<file path="src/rtl/tsv_bus_slave.sv">
module tsv_bus_slave #(
  parameter logic [3:0] SLAVE_ID = 4'd5,
  parameter int ADDR_W = 8,
  parameter int DATA_W = 32,
  parameter int DEPTH  = 16
) (
  input  logic              clk,
  input  logic              rst_n,
  input  logic              port_busy,
  input  logic [3:0]        bus_cmd,
  input  logic [ADDR_W-1:0] bus_addr,
  input  logic [3:0]        bus_dest,
  input  logic              bus_lock,
  input  logic [DATA_W-1:0] bus_wdata,
  output logic [15:0]       slv_req,
  output logic [15:0]       slv_stat,
  output logic [DATA_W-1:0] bus_rdata,
  output logic              bus_ready,
  output logic              bus_error
);
  localparam int IDX_W = $clog2(DEPTH);
  localparam logic [3:0] CMD_IDLE = 4'd0;
  localparam logic [3:0] CMD_RD   = 4'd1;
  localparam logic [3:0] CMD_WR   = 4'd2;
  localparam logic [15:0] OWN_BIT = 16'd1 << SLAVE_ID;

  logic              sel_q, engaged;
  logic [3:0]        cmd_q;
  logic [IDX_W-1:0]  idx_q;
  logic [DATA_W-1:0] mem [DEPTH];

  wire hit    = (bus_dest == SLAVE_ID) && (bus_cmd != CMD_IDLE);
  wire good_q = sel_q && (cmd_q == CMD_RD || cmd_q == CMD_WR);

  assign bus_ready = good_q && !port_busy;
  assign bus_error = sel_q && !good_q;
  assign bus_rdata = (bus_ready && cmd_q == CMD_RD) ? mem[idx_q] : '0;
  assign slv_stat  = port_busy ? 16'd0 : OWN_BIT;
  assign slv_req   = engaged ? OWN_BIT : 16'd0;

  always_ff @(posedge clk or negedge rst_n) begin
    if (!rst_n) begin
      sel_q   <= 1'b0;
      cmd_q   <= CMD_IDLE;
      idx_q   <= '0;
      engaged <= 1'b0;
    end else begin
      sel_q <= hit;
      cmd_q <= bus_cmd;
      idx_q <= bus_addr[IDX_W-1:0];
      if (hit) engaged <= bus_lock;
    end
  end

  always_ff @(posedge clk or negedge rst_n) begin
    if (!rst_n) begin
      for (int i = 0; i < DEPTH; i++) mem[i] <= '0;
    end else if (bus_ready && cmd_q == CMD_WR) begin
      mem[idx_q] <= bus_wdata;
    end
  end


  own_bits_chk: assert property (@(posedge clk) disable iff (!rst_n)
    ((slv_stat & ~OWN_BIT) == 16'd0) && ((slv_req & ~OWN_BIT) == 16'd0)
    && (slv_stat[SLAVE_ID] == !port_busy));


  ready_timing_chk: assert property (@(posedge clk) disable iff (!rst_n)
    bus_ready |-> ($past(bus_dest) == SLAVE_ID
                   && ($past(bus_cmd) == CMD_RD || $past(bus_cmd) == CMD_WR)));


  error_cause_chk: assert property (@(posedge clk) disable iff (!rst_n)
    bus_error |-> (!bus_ready && $past(bus_dest) == SLAVE_ID
                   && $past(bus_cmd) > CMD_WR));


  foreign_quiet_chk: assert property (@(posedge clk) disable iff (!rst_n)
    ($past(bus_dest) != SLAVE_ID) |-> (!bus_ready && !bus_error && bus_rdata == '0));


  busy_stall_chk: assert property (@(posedge clk) disable iff (!rst_n)
    port_busy |-> (!bus_ready && bus_rdata == '0));


  lock_rise_chk: assert property (@(posedge clk) disable iff (!rst_n)
    $rose(slv_req[SLAVE_ID]) |-> $past(bus_lock));
endmodule

</file>
<file path="config.mk">
export PLATFORM = sky130hd
export DESIGN_NAME = tsv_bus_slave
export DESIGN_NICKNAME = d
export VERILOG_FILES = /design/src/rtl/tsv_bus_slave.sv
export SDC_FILE = /design/constraint.sdc
export NUM_CORES = 1
export LEC_CHECK = 0
export BUFFER_PORTS_ARGS = -buffer_cell sky130_fd_sc_hd__buf_2
export CORE_MARGIN = 2
export CORE_UTILIZATION = 50
export CTS_CLUSTER_SIZE = 20
export DETAILED_ROUTE_END_ITERATION = 10
export GPL_ROUTABILITY_DRIVEN = 1
export PLACE_DENSITY = 0.74
export RECOVER_POWER = 25
export SYNTH_ARGS = -nofsm -noshare
export SYNTH_HDL_FRONTEND = slang
export SYNTH_SLANG_ARGS = --single-unit
</file>
<file path="constraint.sdc">
create_clock -name clk -period 3.83 [get_ports clk]
set_input_delay 1.149 -clock clk [delete_from_list [all_inputs] [get_ports clk]]
set_output_delay 1.149 -clock clk [all_outputs]
set_load 0.02 [all_outputs]
</file>
=== Yosys cells after proc, flatten, opt, wreduce, memory -nomap -nowiden ===
Index checks and enable logic that the tools add are counted.
W data, S select, Z words.

* Bits of input ports: 52
* Bits in registers: 522
* Output and inout port bits: 66
* Logic and storage cells: 46

* Bitwise gates (word level): 1
* Order comparisons: 2
* Muxes and demuxes: 9
* Reduce and logical (&&, ||, !) cells: 11
* Equal/unequal tests: 3

{| class="wikitable"
|+ Operators with widths
! operator !! count
|-
| $bwmux W512 || 1
|-
| $bmux W32 S4 || 1
|-
| $demux W32 S4 || 1
|-
| $mux W32 || 4
|-
| $mux W6 || 2
|-
| $logic_and A1 B1 Y1 || 7
|-
| $ge A5 B5 Y1 const B || 1
|-
| $lt A5 B1 Y1 const B || 1
|-
| $not A4 Y5 || 1
|-
| $eq A4 B1 Y1 const B || 1
|-
| $eq A4 B2 Y1 const B || 1
|-
| $eq A4 B3 Y1 const B || 1
|-
| $reduce_bool A4 Y1 || 1
|-
| $logic_not A1 Y1 || 2
|-
| $logic_or A1 B1 Y1 || 1
|}

=== Logic depth before layout (Yosys ltp) ===
* Depth in word-level cells: 6
* Gate-level depth with buffers: 7
* Mapped depth without buffers: 4

=== Worst setup path before layout ===
Ideal clock, no wire load.

* Path type: input-to-output
* Start point: in port_busy
* End point: out bus_rdata[19]
* Arrival: 2.850 ns
* Required time: 2.681 ns
* Buffers on the path: 2
* Setup slack: -0.169 ns
* Stages on the path: 6
* Path through: or4b_1 buf_2 nor3b_1 buf_2 o211ai_1 nor2_1

* Longest elaborated chain between the ends: 4

{| class="wikitable"
|+ Ends and longest elaborated chain
! what !! RTL line !! source
|-
| start: declaration || 9 || <nowiki>input logic port_busy,</nowiki>
|-
| $logic_not A1 Y1 || 35 || <nowiki>assign bus_ready = good_q && !port_busy;</nowiki>
|-
| $logic_and A1 B1 Y1 || 35 ||
|-
| $logic_and A1 B1 Y1 || 37 || <nowiki>assign bus_rdata = (bus_ready && cmd_q == CMD_RD) ? mem[idx_q] : '0;</nowiki>
|-
| $mux W32 || 37 ||
|-
| end: declaration || 17 || <nowiki>output logic [DATA_W-1:0] bus_rdata,</nowiki>
|}

Every way passes these cells.

=== Worst setup path in the final report ===
* Start point: in port_busy
* End point: out bus_rdata[14]

Same word-level chain as after synthesis.

==> out/results.txt <==
The flow ran to the end, but the final reports show violations. The checks that failed: max-capacitance violations, max-slew violations, negative setup slack. Setup repair after global routing could not meet its margin everywhere. The tools report the clock tree root buffer cell as clkbuf_16. The die covers 49,000 sq um.

Global routing consumed, over all layers together, 22.7% of the routing resources. For this configuration, the core starts out at a cell density of 50.7%. With fillers left out, the area of the finished cells amounts to 27,100 sq um. The layout filler cell count was 3,596; the first-pass GRT wire length was 85,900 um.

The net count of the finished layout is 1,659. The logs give -40.3% for the worst slew slack as a fraction of its limit and 28 for the number of failing setup endpoints in the final timing report. The tools report the number of buffers created by CTS as 54. The number of antenna diodes in the final layout is 0.

Post-route worst hold slack: 0.490 ns. The cell with the largest stage delay on the worst path is or4b_4. The time the final worst path needs with I/O delays and setup came out at 3.92 ns.

The number of I/O port buffers is 83, and the area growth from synthesis to final layout is 14.8%. The number of hold buffers added after cts is 0, and the number of buffers between clock root and the deepest sink is 3. Measured along the x axis, the die boundary spans 221 um. For this design the static power due to leakage is 13.4 nW. The number of maximum-capacitance constraint violations is 1, and the number of global-route vias before repair is 14,400. The max-slew violation total from the final report is 74, and the antenna violation net count after detailed routing is 0.

The count of warnings emitted by yosys was 0; the total placed instance area was 25,000 sq um. The synthesized cell area is 23,600 sq um, and the final weighted congestion of routability-driven global placement is 0.752. VDD sags by at most 0.435 mV. The tools report the register cell area after layout as 13,100 sq um. The average footprint of a synthesized cell was 15.4 sq um. In the routed layout, each cell is associated on average with a via count of 5.93. STA puts the critical path data required time at 2.68 ns.

The first detailed-routing pass took 6 iterations. Pin placement for this block handled 118 I/O pins. TritonCTS built the clock tree. The run gives 0.0229 ns as the maximum clock skew at final layout.

Clock-pin slew was measured on the worst setup and hold paths at 0.06 ns. For the worst setup path, the data arrival time is 2.77 ns. The H-tree was split into 2 levels. The number of clock sinks is 522. The tightest min-delay check is of the flip-flop to flip-flop type. Of the available clock period, the critical path in the final layout requires 102%.

The pin slew with the least headroom to its limit came out at 2.10 ns. The run gives 46,600 sq um as the core region area. Counting instances in the post-synthesis netlist gives the leading cell types as dfrtp_1 (522), mux2_2 (488), mux4_2 (97), clkbuf_1 (65), mux2i_1 (62).

The first-iteration detailed-routing DRC count came out at 780. The flip-flop and latch count after synthesis is 522, and the average wire per standard cell is 24.1 um. The critical path class is input pin to output pin. For this run, design rule violations remaining after detail routing come to 0. On the worst path, the slowest cell contributes a delay of 0.50 ns. The category of cells accounting for the largest share of critical-path delay was simple AND/OR/NAND/NOR gates. Detailed routing inserted a total of 13,400 vias.

The tools report the source-to-sink clock delay at the later pin of the worst-skew pair as 0.61 ns. The die is 221 um tall. The most numerous cell on the critical path was buf_6. For this run, the leading register cell type out of synthesis is dfrtp_1.

The top-area cell type share of the netlist area was 55.3%. The initial antenna violation count is 3. Count of final hold-check violations: 0. Of the synthesized area, sequential elements account for 55.3%. Detailed placement ended at an HPWL of 33,000 um.

The worst setup path is captured at an output pin. After synthesis, the cell types taking the most area are dfrtp_1 (55%), mux2_2 (23%), mux4_2 (9.3%). The most frequent cell after synthesis was dfrtp_1. Cells with a size suffix above 1 make up 53.5% of the layout. The signal on the critical path passes through buf_6 > or4b_4 > nor3b_4 > buf_12 > buf_6 > o211ai_1 > nor2_2 > buf_6.

Based on the critical path, the design can be clocked at up to 255 MHz. The final worst setup slack is -0.0933 ns, and the largest fanout on the critical path is 6. Count of flip-flops with a built-in enable after synthesis: 0.

The number of rows in the core area is 79. The run gives 35 as the distinct cell type count of the synthesized netlist. The number of buffers and inverters on the critical path is 4. After synthesis, the share of flip-flops with an asynchronous set or reset is 100%. Global routing finished with a remaining overflow of 0. After detailed routing, the total wire length is 54,400 um. Type of origin of the critical path: an input pin.

The run gives 1,529 as the cell count after synthesis. The largest net degree at the start of global routing is 78. The cell type with the largest total area after synthesis was dfrtp_1.

Power spread over the standard cell area amounts to 431 nW/um^2. Summing all multi-input logic gate instances after layout gives 9950 sq um.
[power breakdown]
part           total (mW)  leakage [nW]  switching [mW]  internal (mW)
clock                5.57         0.937            2.20           3.37
combinational       0.546          5.23           0.381          0.166
sequential           5.57          7.27          0.0255           5.55
total                11.7          13.4            2.60           9.08
[per-stage QoR]
stage	utilization (%)	TNS [ns]	std cells	total power [mW]	setup WS, ns
6_report	58.2	-1.20	2259	11.7	-0.0933
5_1_grt	58.2	-5.09	2259	12.1	-0.149
4_1_cts	58.4	-1.73	2260	11.8	-0.123
3_5_place_dp	53.7	-5.73	2156	6.23	-0.240
3_3_place_gp	53.7	-5.52	2156	6.22	-0.222
2_1_floorplan	-	0	1558	5.96	0.0437
[cells in the final DEF (no fill, tap or decap), types with 2 or more instances in the layout]
cell type	instances
mux2_1	26
nand2b_1	2
clkbuf_2	3
clkbuf_8	12
buf_6	33
nor3_4	4
nand2_1	3
conb_1	30
nand3_2	6
buf_12	20
nor3b_4	2
clkinv_2	10
mux2i_1	62
nand3b_1	2
o211ai_1	30
o22ai_1	31
mux4_2	97
nor4_1	2
nor3_2	2
inv_6	3
mux2_2	488
nand4_1	4
bufinv_16	8
buf_2	48
nor2b_1	3
dfrtp_4	2
dfrtp_1	519
buf_4	47
clkinvlp_4	3
nor2_2	30
a22oi_1	30
nand2_2	3
clkbuf_16	54
nor2_1	5
clkbuf_1	12
[metal layers]
layer | vias up | wire [um] | global-route usage, %
met3 | 80 | 2080 | 3.78
li1 | 5794 | - | -
met1 | 7288 | 23700 | 30.8
met2 | 222 | 27200 | 37.7
met4 | 6 | 1390 | 7.10
met5 | - | 42 | 0
[worst register-to-register path, cell delays in order (launching register included)]
cell and delay [ns]:
dfrtp_1 0.37, or4b_4 0.56, buf_4 0.18, or2_4 0.31, nor3_4 0.23, buf_4 0.34, mux2_2 0.39
[flip-flops by register name, summed over array words and instances (netlist names)]
name	cells
cmd_q	4
engaged	1
idx_q	4
mem	512
sel_q	1
[cell type report]
cell class	instances	area share, %
well taps	607	2.80
repair buffers	155	5.19
inverters	1	0.0139
flip-flops and latches	522	48.2
clock buffers	76	5.73
clock inverters	25	1.31
multi-input cells	873	36.7
[cells by family after synthesis]
kind of cell           after synthesis  synth area share [%]
AO/OA/AOI/OAI                       94                  2.81
XOR/XNOR                             1                0.0371
buffers and inverters              163                  3.60
flip-flops                         522                  55.3
multiplexers                       673                  36.4
other                                1                0.0159
AND/OR/NAND/NOR                     75                  1.78
[path summary, 6_finish.rpt]
kind	startpoint	depth (start not counted)	slack, ns	endpoint
setup reg to reg	cmd_q[2]	6	1.31	mem[1]
max in group asynchronous	rst_n	2	0.47	mem[268]
setup / recovery	port_busy	8	-0.09	bus_rdata[14]
min in group asynchronous	rst_n	1	1.13	mem[324]
hold reg to reg	mem[131]	1	0.49	mem[131]
hold / removal	mem[131]	1	0.49	mem[131]
[what timing repair did]
| item | CTS | global route |
|---|---|---|
| pin swaps | 5 | 4 |
| endpoints found under the setup margin | 32 | 32 |
| setup buffers | 2 | 0 |
| resized for setup | 70 | 4 |
| cloned | 1 | 0 |
Note: power is estimated with default switching activity, not from simulation.
